==> src/rtl/bcg_pkg.sv <==
package bcg_pkg;
    typedef enum logic {ST_HOLD, ST_RUN} div_state_e;

    localparam logic [2:0] SRC_EXT = 3'b110;
    localparam logic [2:0] SRC_OFF = 3'b111;

    // log2 of the prescale ratio for each internal source code
    function automatic int unsigned src_shift(input logic [2:0] s);
        case (s)
            3'b000:  return 0;
            3'b001:  return 1;
            3'b010:  return 4;
            3'b011:  return 5;
            3'b100:  return 6;
            default: return 7;
        endcase
    endfunction
endpackage

==> src/rtl/bcg_regs.sv <==
module bcg_regs #(
    parameter int DATA_W   = 8,
    parameter int PRESET_W = 16,
    parameter int ADDR_W   = 2
) (
    input  logic                clk,
    input  logic                rst_n,
    input  logic                wr,
    input  logic [ADDR_W-1:0]   addr,
    input  logic [DATA_W-1:0]   wdata,
    output logic [DATA_W-1:0]   rdata,
    output logic [PRESET_W-1:0] preset,
    output logic [2:0]          src_sel,
    output logic                run,
    output logic                pulse_mode
);
    localparam logic [ADDR_W-1:0] A_HI   = ADDR_W'(0);
    localparam logic [ADDR_W-1:0] A_LO   = ADDR_W'(1);
    localparam logic [ADDR_W-1:0] A_CTRL = ADDR_W'(2);
    localparam int HI_W = PRESET_W - DATA_W;

    logic [HI_W-1:0]   hi_q;
    logic [DATA_W-1:0] lo_q;

    always_ff @(posedge clk or negedge rst_n) begin
        if (!rst_n) begin
            hi_q       <= '0;
            lo_q       <= '0;
            src_sel    <= 3'b000;
            run        <= 1'b0;
            pulse_mode <= 1'b0;
        end else if (wr) begin
            unique case (addr)
                A_HI:    hi_q <= wdata[HI_W-1:0];
                A_LO:    lo_q <= wdata;
                A_CTRL: begin
                    src_sel    <= wdata[2:0];
                    run        <= wdata[3];
                    pulse_mode <= wdata[4];
                end
                default: ;
            endcase
        end
    end

    assign preset = {hi_q, lo_q};

    always_comb begin
        rdata = '0;
        if (addr == A_CTRL)
            rdata = DATA_W'({pulse_mode, run, src_sel});
    end
endmodule

==> src/rtl/bcg_tick_src.sv <==
module bcg_tick_src
    import bcg_pkg::*;
#(
    parameter int PRE_W = 7
) (
    input  logic       clk,
    input  logic       rst_n,
    input  logic       run,
    input  logic [2:0] sel,
    input  logic       ext_in,
    output logic       tick
);
    logic [PRE_W-1:0] pre_cnt;
    logic [PRE_W-1:0] mask;
    logic [2:0]       ext_sync;
    logic             ext_edge;

    always_ff @(posedge clk or negedge rst_n) begin
        if (!rst_n)    pre_cnt <= '0;
        else if (!run) pre_cnt <= '0;
        else           pre_cnt <= pre_cnt + 1'b1;
    end

    always_ff @(posedge clk or negedge rst_n) begin
        if (!rst_n) ext_sync <= '0;
        else        ext_sync <= {ext_sync[1:0], ext_in};
    end

    assign ext_edge = ext_sync[1] & ~ext_sync[2];
    assign mask     = PRE_W'((32'd1 << src_shift(sel)) - 32'd1);

    always_comb begin
        tick = 1'b0;
        if (run) begin
            unique case (sel)
                SRC_EXT: tick = ext_edge;
                SRC_OFF: tick = 1'b0;
                default: tick = ((pre_cnt & mask) == mask);
            endcase
        end
    end
endmodule

==> src/rtl/bcg_divider.sv <==
module bcg_divider
    import bcg_pkg::*;
#(
    parameter int CNT_W = 16
) (
    input  logic             clk,
    input  logic             rst_n,
    input  logic             run,
    input  logic             tick,
    input  logic             pulse_mode,
    input  logic [CNT_W-1:0] preset,
    output logic             div_out,
    output logic [CNT_W-1:0] cnt,
    output logic [CNT_W-1:0] period,
    output logic             running
);
    div_state_e       state, state_nxt;
    logic [CNT_W-1:0] preset_eff;
    logic             terminal;
    logic             sq_q, pls_q;

    assign preset_eff = (preset == '0) ? CNT_W'(1) : preset;
    assign running    = (state == ST_RUN);
    assign terminal   = running && run && tick && (cnt == period - 1'b1);

    always_comb begin
        state_nxt = state;
        unique case (state)
            ST_HOLD: if (run)  state_nxt = ST_RUN;
            ST_RUN:  if (!run) state_nxt = ST_HOLD;
            default: state_nxt = ST_HOLD;
        endcase
    end

    always_ff @(posedge clk or negedge rst_n) begin
        if (!rst_n) state <= ST_HOLD;
        else        state <= state_nxt;
    end

    always_ff @(posedge clk or negedge rst_n) begin
        if (!rst_n) begin
            cnt    <= '0;
            period <= CNT_W'(1);
        end else if (!running || !run) begin
            cnt    <= '0;
            period <= preset_eff;
        end else if (tick) begin
            if (terminal) begin
                cnt    <= '0;
                period <= preset_eff;
            end else begin
                cnt <= cnt + 1'b1;
            end
        end
    end

    always_ff @(posedge clk or negedge rst_n) begin
        if (!rst_n) begin
            sq_q  <= 1'b0;
            pls_q <= 1'b0;
        end else if (!running || !run) begin
            sq_q  <= 1'b0;
            pls_q <= 1'b0;
        end else begin
            sq_q  <= sq_q ^ terminal;
            pls_q <= terminal;
        end
    end

    assign div_out = pulse_mode ? pls_q : sq_q;
endmodule

==> src/rtl/baud_clkgen.sv <==
module baud_clkgen #(
    parameter int DATA_W   = 8,
    parameter int PRESET_W = 16,
    parameter int ADDR_W   = 2,
    parameter int PRE_W    = 7
) (
    input  logic              clk,
    input  logic              rst_n,
    input  logic              bus_wr,
    input  logic [ADDR_W-1:0] bus_addr,
    input  logic [DATA_W-1:0] bus_wdata,
    output logic [DATA_W-1:0] bus_rdata,
    input  logic              ext_clk,
    output logic              baud_out
);
    logic [PRESET_W-1:0] preset;
    logic [2:0]          src_sel;
    logic                run_q;
    logic                pulse_mode;
    logic                src_tick;
    logic [PRESET_W-1:0] div_cnt;
    logic [PRESET_W-1:0] div_period;
    logic                div_running;

    bcg_regs #(.DATA_W(DATA_W), .PRESET_W(PRESET_W), .ADDR_W(ADDR_W)) regs_i (
        .clk(clk), .rst_n(rst_n), .wr(bus_wr), .addr(bus_addr), .wdata(bus_wdata),
        .rdata(bus_rdata), .preset(preset), .src_sel(src_sel), .run(run_q),
        .pulse_mode(pulse_mode)
    );

    bcg_tick_src #(.PRE_W(PRE_W)) tick_i (
        .clk(clk), .rst_n(rst_n), .run(run_q), .sel(src_sel), .ext_in(ext_clk),
        .tick(src_tick)
    );

    bcg_divider #(.CNT_W(PRESET_W)) div_i (
        .clk(clk), .rst_n(rst_n), .run(run_q), .tick(src_tick), .pulse_mode(pulse_mode),
        .preset(preset), .div_out(baud_out), .cnt(div_cnt), .period(div_period),
        .running(div_running)
    );
endmodule

==> config.mk <==
export PLATFORM = sky130hd
export DESIGN_NAME = baud_clkgen
export DESIGN_NICKNAME = d
export VERILOG_FILES = /design/src/rtl/bcg_pkg.sv /design/src/rtl/bcg_regs.sv /design/src/rtl/bcg_tick_src.sv /design/src/rtl/bcg_divider.sv /design/src/rtl/baud_clkgen.sv
export SDC_FILE = /design/constraint.sdc
export NUM_CORES = 1
export LEC_CHECK = 0
export BUFFER_PORTS_ARGS = -buffer_cell sky130_fd_sc_hd__buf_2
export CORE_MARGIN = 4
export CORE_UTILIZATION = 30
export DETAILED_ROUTE_END_ITERATION = 6
export SYNTH_ARGS = -nofsm -noshare
export SYNTH_HDL_FRONTEND = slang
export SYNTH_SLANG_ARGS = --single-unit
export TNS_END_PERCENT = 10
==> constraint.sdc <==
create_clock -name clk -period 4.4 [get_ports clk]
set_input_delay 0.66 -clock clk [delete_from_list [all_inputs] [get_ports clk]]
set_output_delay 0.66 -clock clk [all_outputs]
set_load 0.02 [all_outputs]
==> results.yml, run 1 <==
grt:
  grt_pass1_vias: 2433
  grt_pass1_wl_mm: 12.4
  antenna_found_initial: 0
  grt_max_degree: 35
  grt_use_total_pct: 10.9
  gr-total-overflow: 0
synth:
  ys_seq_area_share_pct: 44.6
  synth_cells: 333
  synth-edff-count: 0
  synthFlopType: "dfrtp_1"
  syn_area_sq_um: 3700
  yosysWarnings: 0
  synth.distinct_cells: 62
  synthArstFlopShare_pct: 100
  synth.ff_latch_count: 66
  avgSynthCellArea_sq_um: 11.1
power:
  peakVddDrop_v: 0.000248
  power_density_nw_per_um2: 464
  power_mw: 1.97
  leakage_nw: 1.68
floorplanning:
  dieArea_sq_um: 14200
  fp.dieW_um: 119
  io-pin-count: 23
  coreArea_sq_um: 12100
  die_height_um: 119
  initial_core_util_pct: 30.7
  row_count: 40
placement:
  dp.cells: 508
  io_buffers: 19
  gp_congestion: 0.834
  place_area_sq_um: 3930
  dpl.hpwl_mm: 5.58
route:
  finalWirelength_mm: 7.36
  firstDrtPassIters: 4
  antenna_left: 0
  first_iter_violations: 86
  wl_per_cell_um: 14.0
  viasPerCell: 4.75
  vias: 2489
  drc: 0
cts:
  cts.repair.resized: 0
  clock_path_buffers: 2
  hold_buffers: 0
  cts_buffers: 9
  clk_pin_slew_ns: 0.06
  clk_latency_ns: 0.33
  cts_setup_buffers: 0
  cts_sinks: 66
  htreeDepth: 3
  clockRootBuffer: "clkbuf_16"
  cts_tree: "yes"
final_layout:
  final_common_cell: "dfrtp_1"
  fin_nets: 369
  final_cell_mix: "dfrtp_1, xnor2_1, mux2_2, nor2_1, buf_2"
  n_antenna_cell: 0
  stdcell_count: 524
  final_area_sq_um: 4240
  syn2layout_area_growth_pct: 14.4
  layout-drive-gt1-share_pct: 28.4
sta:
  holdWs_ns: 0.346
  slew_violations: 0
  rsz0062_at_grt: "false"
  finClkSkew_ns: 0.00495
  maxSlewHeadroom_pct: 19.0
  period_share_pct: 86.3
  setup-tns-final_ns: 0
  fmaxAchievable_mhz: 263
  worstMarginPinSlew_ns: 1.21
  period_minus_slack_ns: 3.80
  finalHoldViolCount: 0
  finalSetupViolCount: 0
run_status:
  status: "complete, no violations"
min_path:
  hp-class: "flop to flop"
  hp-start: "tick_i.ext_sync[0]"
run:
  drv.max_cap_violation_count: 0
setup_path:
  cp_data_required_time_ns: 4.61
  worst_setup_path_startpoint: "div_i.period[2]"
  crit_fanout: 15
  end_kind: "flop"
  r2r-start: "div_i.period[2]"
  worstSetupPathType: "flop to flop"
  start_kind: "flop"
  arrival_ns: 4.01
  regToRegSetupSlack_ns: 0.60
-- worst paths after layout --
kind / to / cells after the start
setup / recovery: div_i.period[15] / 7
hold / removal: tick_i.ext_sync[1] / 0
setup reg to reg: div_i.period[15] / 7
hold reg to reg: tick_i.ext_sync[1] / 0
max in group asynchronous: div_i.period[12] / 2
min in group asynchronous: tick_i.pre_cnt[5] / 1
-- flip-flops by register name, summed over array words and instances, names as in the netlist --
| register | flops |
|---|---|
| div_i.cnt | 16 |
| div_i.period | 16 |
| regs_i.hi_q | 8 |
| regs_i.lo_q | 8 |
| tick_i.pre_cnt | 7 |
| regs_i.src_sel | 3 |
| tick_i.ext_sync | 3 |
| div_i.pls_q | 1 |
| div_i.running | 1 |
| div_i.sq_q | 1 |
| regs_i.pulse_mode | 1 |
| regs_i.run | 1 |
-- cell families (layout without fill, tap and decap cells) --
kind of cell    Yosys count  in the layout  share of synthesized area, %
compound gates           29             29                          6.73
simple gates            126            126                          20.2
xor+xnor                 42             42                          9.94
fa+ha+maj                 4              4                          1.35
mux                      41             41                          13.5
buf+inv                  24             45                          3.51
flops                    66             66                          44.6
other cells               1              3                         0.101
-- cells in the mapped netlist, drive strengths merged (2+ instances only) --
library cell,number,area share (%)
xnor2,29,6.9
mux2i,3,0.81
o21ai,5,1.1
nand3b,2,0.41
and3,2,0.34
nand4,2,0.34
o22ai,3,0.51
o211ai,3,0.61
nand2b,2,0.34
inv,8,0.81
xor2,13,3.1
o21a,2,0.41
ha,4,1.4
clkbuf,6,0.61
nor2b,8,1.4
dfrtp,65,44
and2,11,1.9
nand3,11,1.5
or2,4,0.68
nor2,29,3.6
nor4,11,2.4
nor3b,6,1.2
or3,2,0.34
nor3,8,1.1
mux2,38,13
or4,7,1.9
a311oi,2,0.47
nand2,16,1.6
buf,10,2.1
-- power breakdown --
group,internal [mW],total [mW],leakage [nW],switching [mW]
Sequential,0.701,0.827,0.830,0.126
Combinational,0.216,0.414,0.701,0.197
Clock,0.455,0.726,0.152,0.271
-- per-layer routing --
layer / routed length (um) / track usage, % / up-vias
li1: - / - / 1213
met3: 258 / 2.23 / 11
met5: 0 / 0 / -
met4: 180 / 4.92 / 0
met2: 3430 / 17.3 / 45
met1: 3490 / 14.2 / 1220
-- cell type report --
| class | count | area (sq um) |
|---|---|---|
| fillers | 1217 | 7830 |
| multi-input cells | 245 | 1930 |
| flip-flops and latches | 66 | 1650 |
| clock buffers | 10 | 239 |
| well taps | 168 | 210 |
| repair buffers | 21 | 110 |
| clock inverters | 6 | 66.3 |
| inverters | 8 | 30.0 |
-- critical path, stage by stage (launching register included) --
cell	delay, ns
dfrtp_1	0.44
or4_4	0.58
or2_1	0.26
a2111oi_0	0.73
o22ai_1	0.26
or4_4	0.56
o21ai_4	0.50
mux2_4	0.35
-- through the flow --
stage / setup WS (ns) / utilization (%)
final: 0.601 / 35.1
after global routing: 0.519 / 35.1
after CTS: 0.584 / 35.1
after detailed placement: 0.601 / 32.6
after global placement: 0.643 / 32.6
after floorplan: 1.26 / -
Note: power is estimated with default switching activity, not from simulation.
==> inputs of run 2 (changes only) <==
- CORE_UTILIZATION: 30 -> 60
- PLACE_DENSITY: default -> 0.79
- SKIP_CTS_REPAIR_TIMING: default -> 1
==> run 2 against run 1 <==
  * Sequential cell count stayed put
  * First-iteration DRC count is 47% higher
  * Total power is 10% lower
  * Clock skew is 0.0051 ns higher
  * Sequential power hardly changed
  * Sequential share of layout area is 2.1 points higher
  * Utilization is 32 points higher
  * Maximum frequency is 2.1% higher
  * Global-route usage is 9.7 points higher
  * Largest power group unchanged
==> results.yml, run 2 (synthesis gave the netlist of run 1 again) <==
run_status:
  status: "complete, no violations"
route:
  vias: 2453
  viasPerCell: 5.69
  finalWirelength_mm: 7.00
  firstDrtPassIters: 4
  drc: 0
  wl_per_cell_um: 16.2
  first_iter_violations: 126
  antenna_left: 0
grt:
  grt_max_degree: 40
  grt_use_total_pct: 20.5
  grt_pass1_wl_mm: 11.9
  antenna_found_initial: 0
  grt_pass1_vias: 2459
  gr-total-overflow: 0
sta:
  maxSlewHeadroom_pct: 22.5
  slew_violations: 0
  rsz0062_at_grt: "false"
  fmaxAchievable_mhz: 269
  setup-tns-final_ns: 0
  period_minus_slack_ns: 3.72
  finalHoldViolCount: 0
  period_share_pct: 84.6
  finalSetupViolCount: 0
  layout_setup_ws_ns: 0.677
  worstMarginPinSlew_ns: 1.16
  finClkSkew_ns: 0.0100
final_layout:
  syn2layout_area_growth_pct: 8.69
  n_antenna_cell: 0
  fin_nets: 369
  stdcell_count: 431
  final_common_cell: "dfrtp_1"
  reg_top3: "div_i.cnt x16, div_i.period x16"
  layout-drive-gt1-share_pct: 28.4
  final_cell_mix: "dfrtp_1, xnor2_1, mux2_2, nor2_1, buf_2"
  fillCellCount: 460
placement:
  pre_cts_ws_ns: 0.695
  dpl.hpwl_mm: 5.27
  io_buffers: 19
  gp_congestion: 0.923
  dp.cells: 415
setup_path:
  path_delay_family: "compound AO/OA/AOI/OAI gates"
  cp_num_buf_inv: 0
  end_kind: "flop"
  start_kind: "flop"
  crit_fanout: 15
  crit_top_cell: "or4_4"
  worst_setup_path_startpoint: "div_i.period[2]"
  worstReg2RegEnd: "div_i.period[15]"
  r2r-start: "div_i.period[2]"
  slowest_stage: "a2111oi_0"
  arrival_ns: 3.95
  max_stage_delay_ns: 0.66
  regToRegSetupSlack_ns: 0.68
  crit_chain: "or4_4 -> or2_1 -> a2111oi_0 -> o22ai_1 -> or4_4 -> o21ai_4 -> mux2_4"
  cp_data_required_time_ns: 4.63
  worstSetupPathType: "flop to flop"
  rr_worst_depth: 7
floorplanning:
  die_height_um: 86.6
  initial_core_util_pct: 62.2
  io-pin-count: 23
  dieArea_sq_um: 7490
  row_count: 28
  coreArea_sq_um: 5960
  fp.dieW_um: 86.6
power:
  leakage_nw: 1.64
  power_mw: 1.77
  peakVddDrop_v: 0.000488
  power_density_nw_per_um2: 440
cts:
  cts_tree: "yes"
  clockRootBuffer: "clkbuf_8"
  clk_latency_ns: 0.34
  cts_sinks: 66
  clk_pin_slew_ns: 0.08
  clock_path_buffers: 2
  cts_buffers: 9
  htreeDepth: 3
min_path:
  hp-class: "input port to asynchronous set/reset pin"
run:
  drv.max_cap_violation_count: 0
==> run 2: area by class of cell <==
type | count | area [sq um] | area share (%)
timing repair buffer | 21 | 110 | 2.74
sequential | 66 | 1650 | 41.1
clock buffer | 10 | 138 | 3.42
tap | 75 | 93.8 | 2.33
inverter | 8 | 30.0 | 0.746
clock inverter | 6 | 72.6 | 1.80
multi-input combinational | 245 | 1930 | 47.9
==> run 2: worst max path at each step <==
stage                  endpoint  cells after the start
3_5_place_dp   div_i.period[15]                      7
3_3_place_gp   div_i.period[15]                      7
6_report       div_i.period[15]                      7
4_1_cts        div_i.period[15]                      7
5_1_grt        div_i.period[15]                      7
2_1_floorplan  div_i.period[10]                     11
==> run 2: layer usage <==
layer	vias to the layer above	track usage, %	wire length, um
met2	35	33.7	3380
met4	0	5.52	91
met1	1199	27.0	3270
li1	1211	-	-
met5	-	0	0
met3	8	5.51	259
==> run 2: where the power goes <==
part	total [mW]	internal [mW]	switching [mW]
Clock	0.532	0.284	0.249
Combinational	0.413	0.217	0.196
Sequential	0.825	0.699	0.126
==> run 2: per-stage QoR <==
| stage | util [%] | hold WS (ns) | cell area, sq um |
|---|---|---|---|
| global placement | 64.0 | 0.334 | 3810 |
| CTS | 67.6 | 0.332 | 4020 |
| detailed placement | 64.0 | 0.344 | 3810 |
| floorplan | - | 0.331 | 3710 |
| finish | 67.6 | 0.314 | 4020 |
| global route | 67.6 | 0.349 | 4020 |
==> inputs of run 3 (changes only) <==
- ABC_AREA: default -> 1
- clock period: 4.4 -> 3.8 ns (I/O delays scaled with it)
==> run 3 against run 2 <==
  * Global-route usage rose by 6.1 points
  * Clock power grew 46%
  * Area after synthesis increased by 4.2%
  * Highest routed layer unchanged
  * Sequential cell count stayed put
  * Routed wire length rose by 31%
  * Setup slack improved by 0.29 ns
  * Critical path type unchanged
  * Final cell count grew 47%
  * Register-to-register slack improved by 0.29 ns
  * Sequential share of layout area fell by 2.2 points
  * Final area rose by 5.6%
  * Utilization grew 2.5 points
  * Clock-buffer cell count fell by 1
==> results.yml, run 3 <==
final_layout:
  n_antenna_cell: 0
  final_common_cell: "nand2_1"
  layout-drive-gt1-share_pct: 9.48
  stdcell_count: 634
  reg_top3: "div_i.cnt x16, div_i.period x16"
  syn2layout_area_growth_pct: 10.2
  fillCellCount: 489
  final_cell_mix: "nand2_1, nor2_1, dfrtp_1, inv_1, nand3_1"
  fin_nets: 572
route:
  viasPerCell: 5.49
  routed.top_layer: "met4"
  met2_length_mm: 4.51
  vias: 3478
  finalWirelength_mm: 9.16
  met1_length_mm: 4.03
  met3_length_um: 500
  antenna_left: 0
  wl_per_cell_um: 14.4
  drc: 0
  firstDrtPassIters: 5
  first_iter_violations: 291
sta:
  finalHoldViolCount: 0
  holdWs_ns: 0.271
  finalSetupViolCount: 0
  setup-tns-final_ns: 0
  layout_setup_ws_ns: 0.967
  period_share_pct: 74.5
  slew_violations: 0
  worstMarginPinSlew_ns: 0.921
  period_minus_slack_ns: 2.83
  rsz0062_at_grt: "false"
  finClkSkew_ns: 0.00884
  fmaxAchievable_mhz: 353
  maxSlewHeadroom_pct: 38.5
cts:
  clockRootBuffer: "clkbuf_8"
  clock_path_buffers: 2
  clk_pin_slew_ns: 0.07
  cts_buffers: 9
  cts_tree: "yes"
  htreeDepth: 3
  clk_latency_ns: 0.34
  cts_sinks: 66
floorplanning:
  fp.dieW_um: 88.2
  initial_core_util_pct: 63.6
  dieArea_sq_um: 7770
  io-pin-count: 23
  die_height_um: 88.2
  coreArea_sq_um: 6060
  row_count: 28
grt:
  grt_max_degree: 37
  grt_use_total_pct: 26.7
  grt_pass1_vias: 3307
  antenna_found_initial: 0
  grt_pass1_wl_mm: 15.8
  gr-total-overflow: 0
synth:
  synthFlopType: "dfrtp_1"
  yosys.area.top_type: "dfrtp_1"
  synth_common_cells: "nand2_1, nor2_1, dfrtp_1"
  yosysWarnings: 0
  syn_area_sq_um: 3860
  synthTopCellsByArea: "dfrtp_1, nand2_1, nand3_1, nor2_1, inv_1"
  synth_top_area_share_pct: 42.2
  synth_cells: 534
  yosysMostFrequentCell: "nand2_1"
  ys_seq_area_share_pct: 42.9
  synth.distinct_cells: 33
  synth-edff-count: 0
  synth.ff_latch_count: 66
  avgSynthCellArea_sq_um: 7.22
  synthArstFlopShare_pct: 100
power:
  power_frac_clock_pct: 35.7
  power.switching_mw: 0.715
  combPwrFrac_pct: 23.2
  sequentialPowerShare_pct: 41.1
  peakVddDrop_v: 0.000451
  leakage_nw: 2.19
  power.internal_mw: 1.46
  swShare_pct: 32.8
  power_density_nw_per_um2: 512
placement:
  dp.cells: 618
  io_buffers: 19
  pre_cts_ws_ns: 1.03
  gp_congestion: 0.898
  dpl.hpwl_mm: 6.65
setup_path:
  end_kind: "flop"
  crit_fanout: 29
  crit_chain: "nor2_1 -> nand2_1 -> ha_1 -> inv_1 -> nand2_1 -> nand2_1 -> nor2_1 -> nand2_1 -> nor2_1 -> nand2_1 -> nand2_1 -> nand2_1 -> nor2_1 -> nand3_1 -> nand2_1 -> nand2_1 -> nand2_1"
  slowest_stage: "nand2_1"
  worstSetupPathType: "flop to flop"
  start_kind: "flop"
  cp_num_buf_inv: 1
  max_stage_delay_ns: 0.69
  cp_data_required_time_ns: 4.08
  crit_top_cell: "nand2_1"
  path_delay_family: "simple AND/OR/NAND/NOR gates"
  arrival_ns: 3.11
min_path:
  hp-class: "input port to asynchronous set/reset pin"
run_status:
  status: "complete, no violations"
run:
  drv.max_cap_violation_count: 0
==> run 3: cell types whose count changed after synthesis, sizes merged, moves of 7 or more <==
| cell | change |
|---|---|
| o21ai | +32 |
| nand3 | +44 |
| mux2 | -38 |
| xnor2 | -23 |
| nor2 | +46 |
| nor2b | -8 |
| a21oi | +8 |
| and2 | -11 |
| nand2 | +138 |
| nand4 | +8 |
| or4 | -7 |
| inv | +55 |
==> run 3: final timing paths <==
check / startpoint / endpoint / slack (ns) / depth (start not counted)
max in group asynchronous: rst_n / div_i.period[0] / 2.55 / 2
min: rst_n / tick_i.pre_cnt[1] / 0.27 / 1
min in group clk: ext_clk / tick_i.ext_sync[0] / 0.33 / 1
max reg2reg: regs_i.src_sel[2] / div_i.period[3] / 0.97 / 17
max: regs_i.src_sel[2] / div_i.period[3] / 0.97 / 17
min reg2reg: tick_i.ext_sync[0] / tick_i.ext_sync[1] / 0.36 / 0
==> run 3: cell type report <==
class                   count  area (sq um)  share of cell area [%]
well taps                  75          93.8                    2.21
clock inverters             7           141                    3.33
multi-input cells         392          1880                    44.3
clock buffers               9           124                    2.92
repair buffers             22           118                    2.77
inverters                  63           236                    5.57
flip-flops and latches     66          1650                    38.9
==> run 3: kinds of logic after synthesis <==
kind of cell             share of synthesized area, %
flip-flops                                       42.9
XOR/XNOR                                         4.54
other                                          0.0972
adder cells (fa/ha/maj)                          1.30
buffers and inverters                            8.50
AO/OA/AOI/OAI                                    6.23
AND/OR/NAND/NOR                                  36.5
==> run 3: routing by layer <==
| metal | vias to the layer above | global-route usage [%] |
|---|---|---|
| li1 | 1739 | - |
| met1 | 1623 | 35.3 |
| met3 | 11 | 4.70 |
| met5 | - | 0 |
| met2 | 105 | 44.5 |
| met4 | 0 | 9.07 |
==> run 3: worst reg2reg max path: stages, from the launching register on <==
cell,delay (ns)
dfrtp_1,0.44
nor2_1,0.21
nand2_1,0.08
ha_1,0.28
inv_1,0.03
nand2_1,0.04
nand2_1,0.04
nor2_1,0.08
nand2_1,0.06
nor2_1,0.08
nand2_1,0.08
nand2_1,0.10
nand2_1,0.06
nor2_1,0.12
nand3_1,0.11
nand2_1,0.69
nand2_1,0.16
nand2_1,0.10
==> run 3: per-stage QoR <==
step / cell area (sq um) / total power, mW / util, %
3_5_place_dp: 3980 / 1.40 / 65.7
3_3_place_gp: 3980 / 1.38 / 65.7
6_report: 4250 / 2.18 / 70.1
4_1_cts: 4250 / 2.18 / 70.1
2_1_floorplan: 3860 / 1.26 / -
5_1_grt: 4250 / 2.30 / 70.1
==> run 3: power groups by stage <==
stage | combinational (mW) | sequential (mW) | clock (mW)
2_1_floorplan | 0.399 | 0.864 | 0
3_3_place_gp | 0.482 | 0.899 | 0
3_5_place_dp | 0.497 | 0.903 | 0
4_1_cts | 0.503 | 0.891 | 0.783
5_1_grt | 0.579 | 0.905 | 0.816
6_report | 0.505 | 0.895 | 0.777
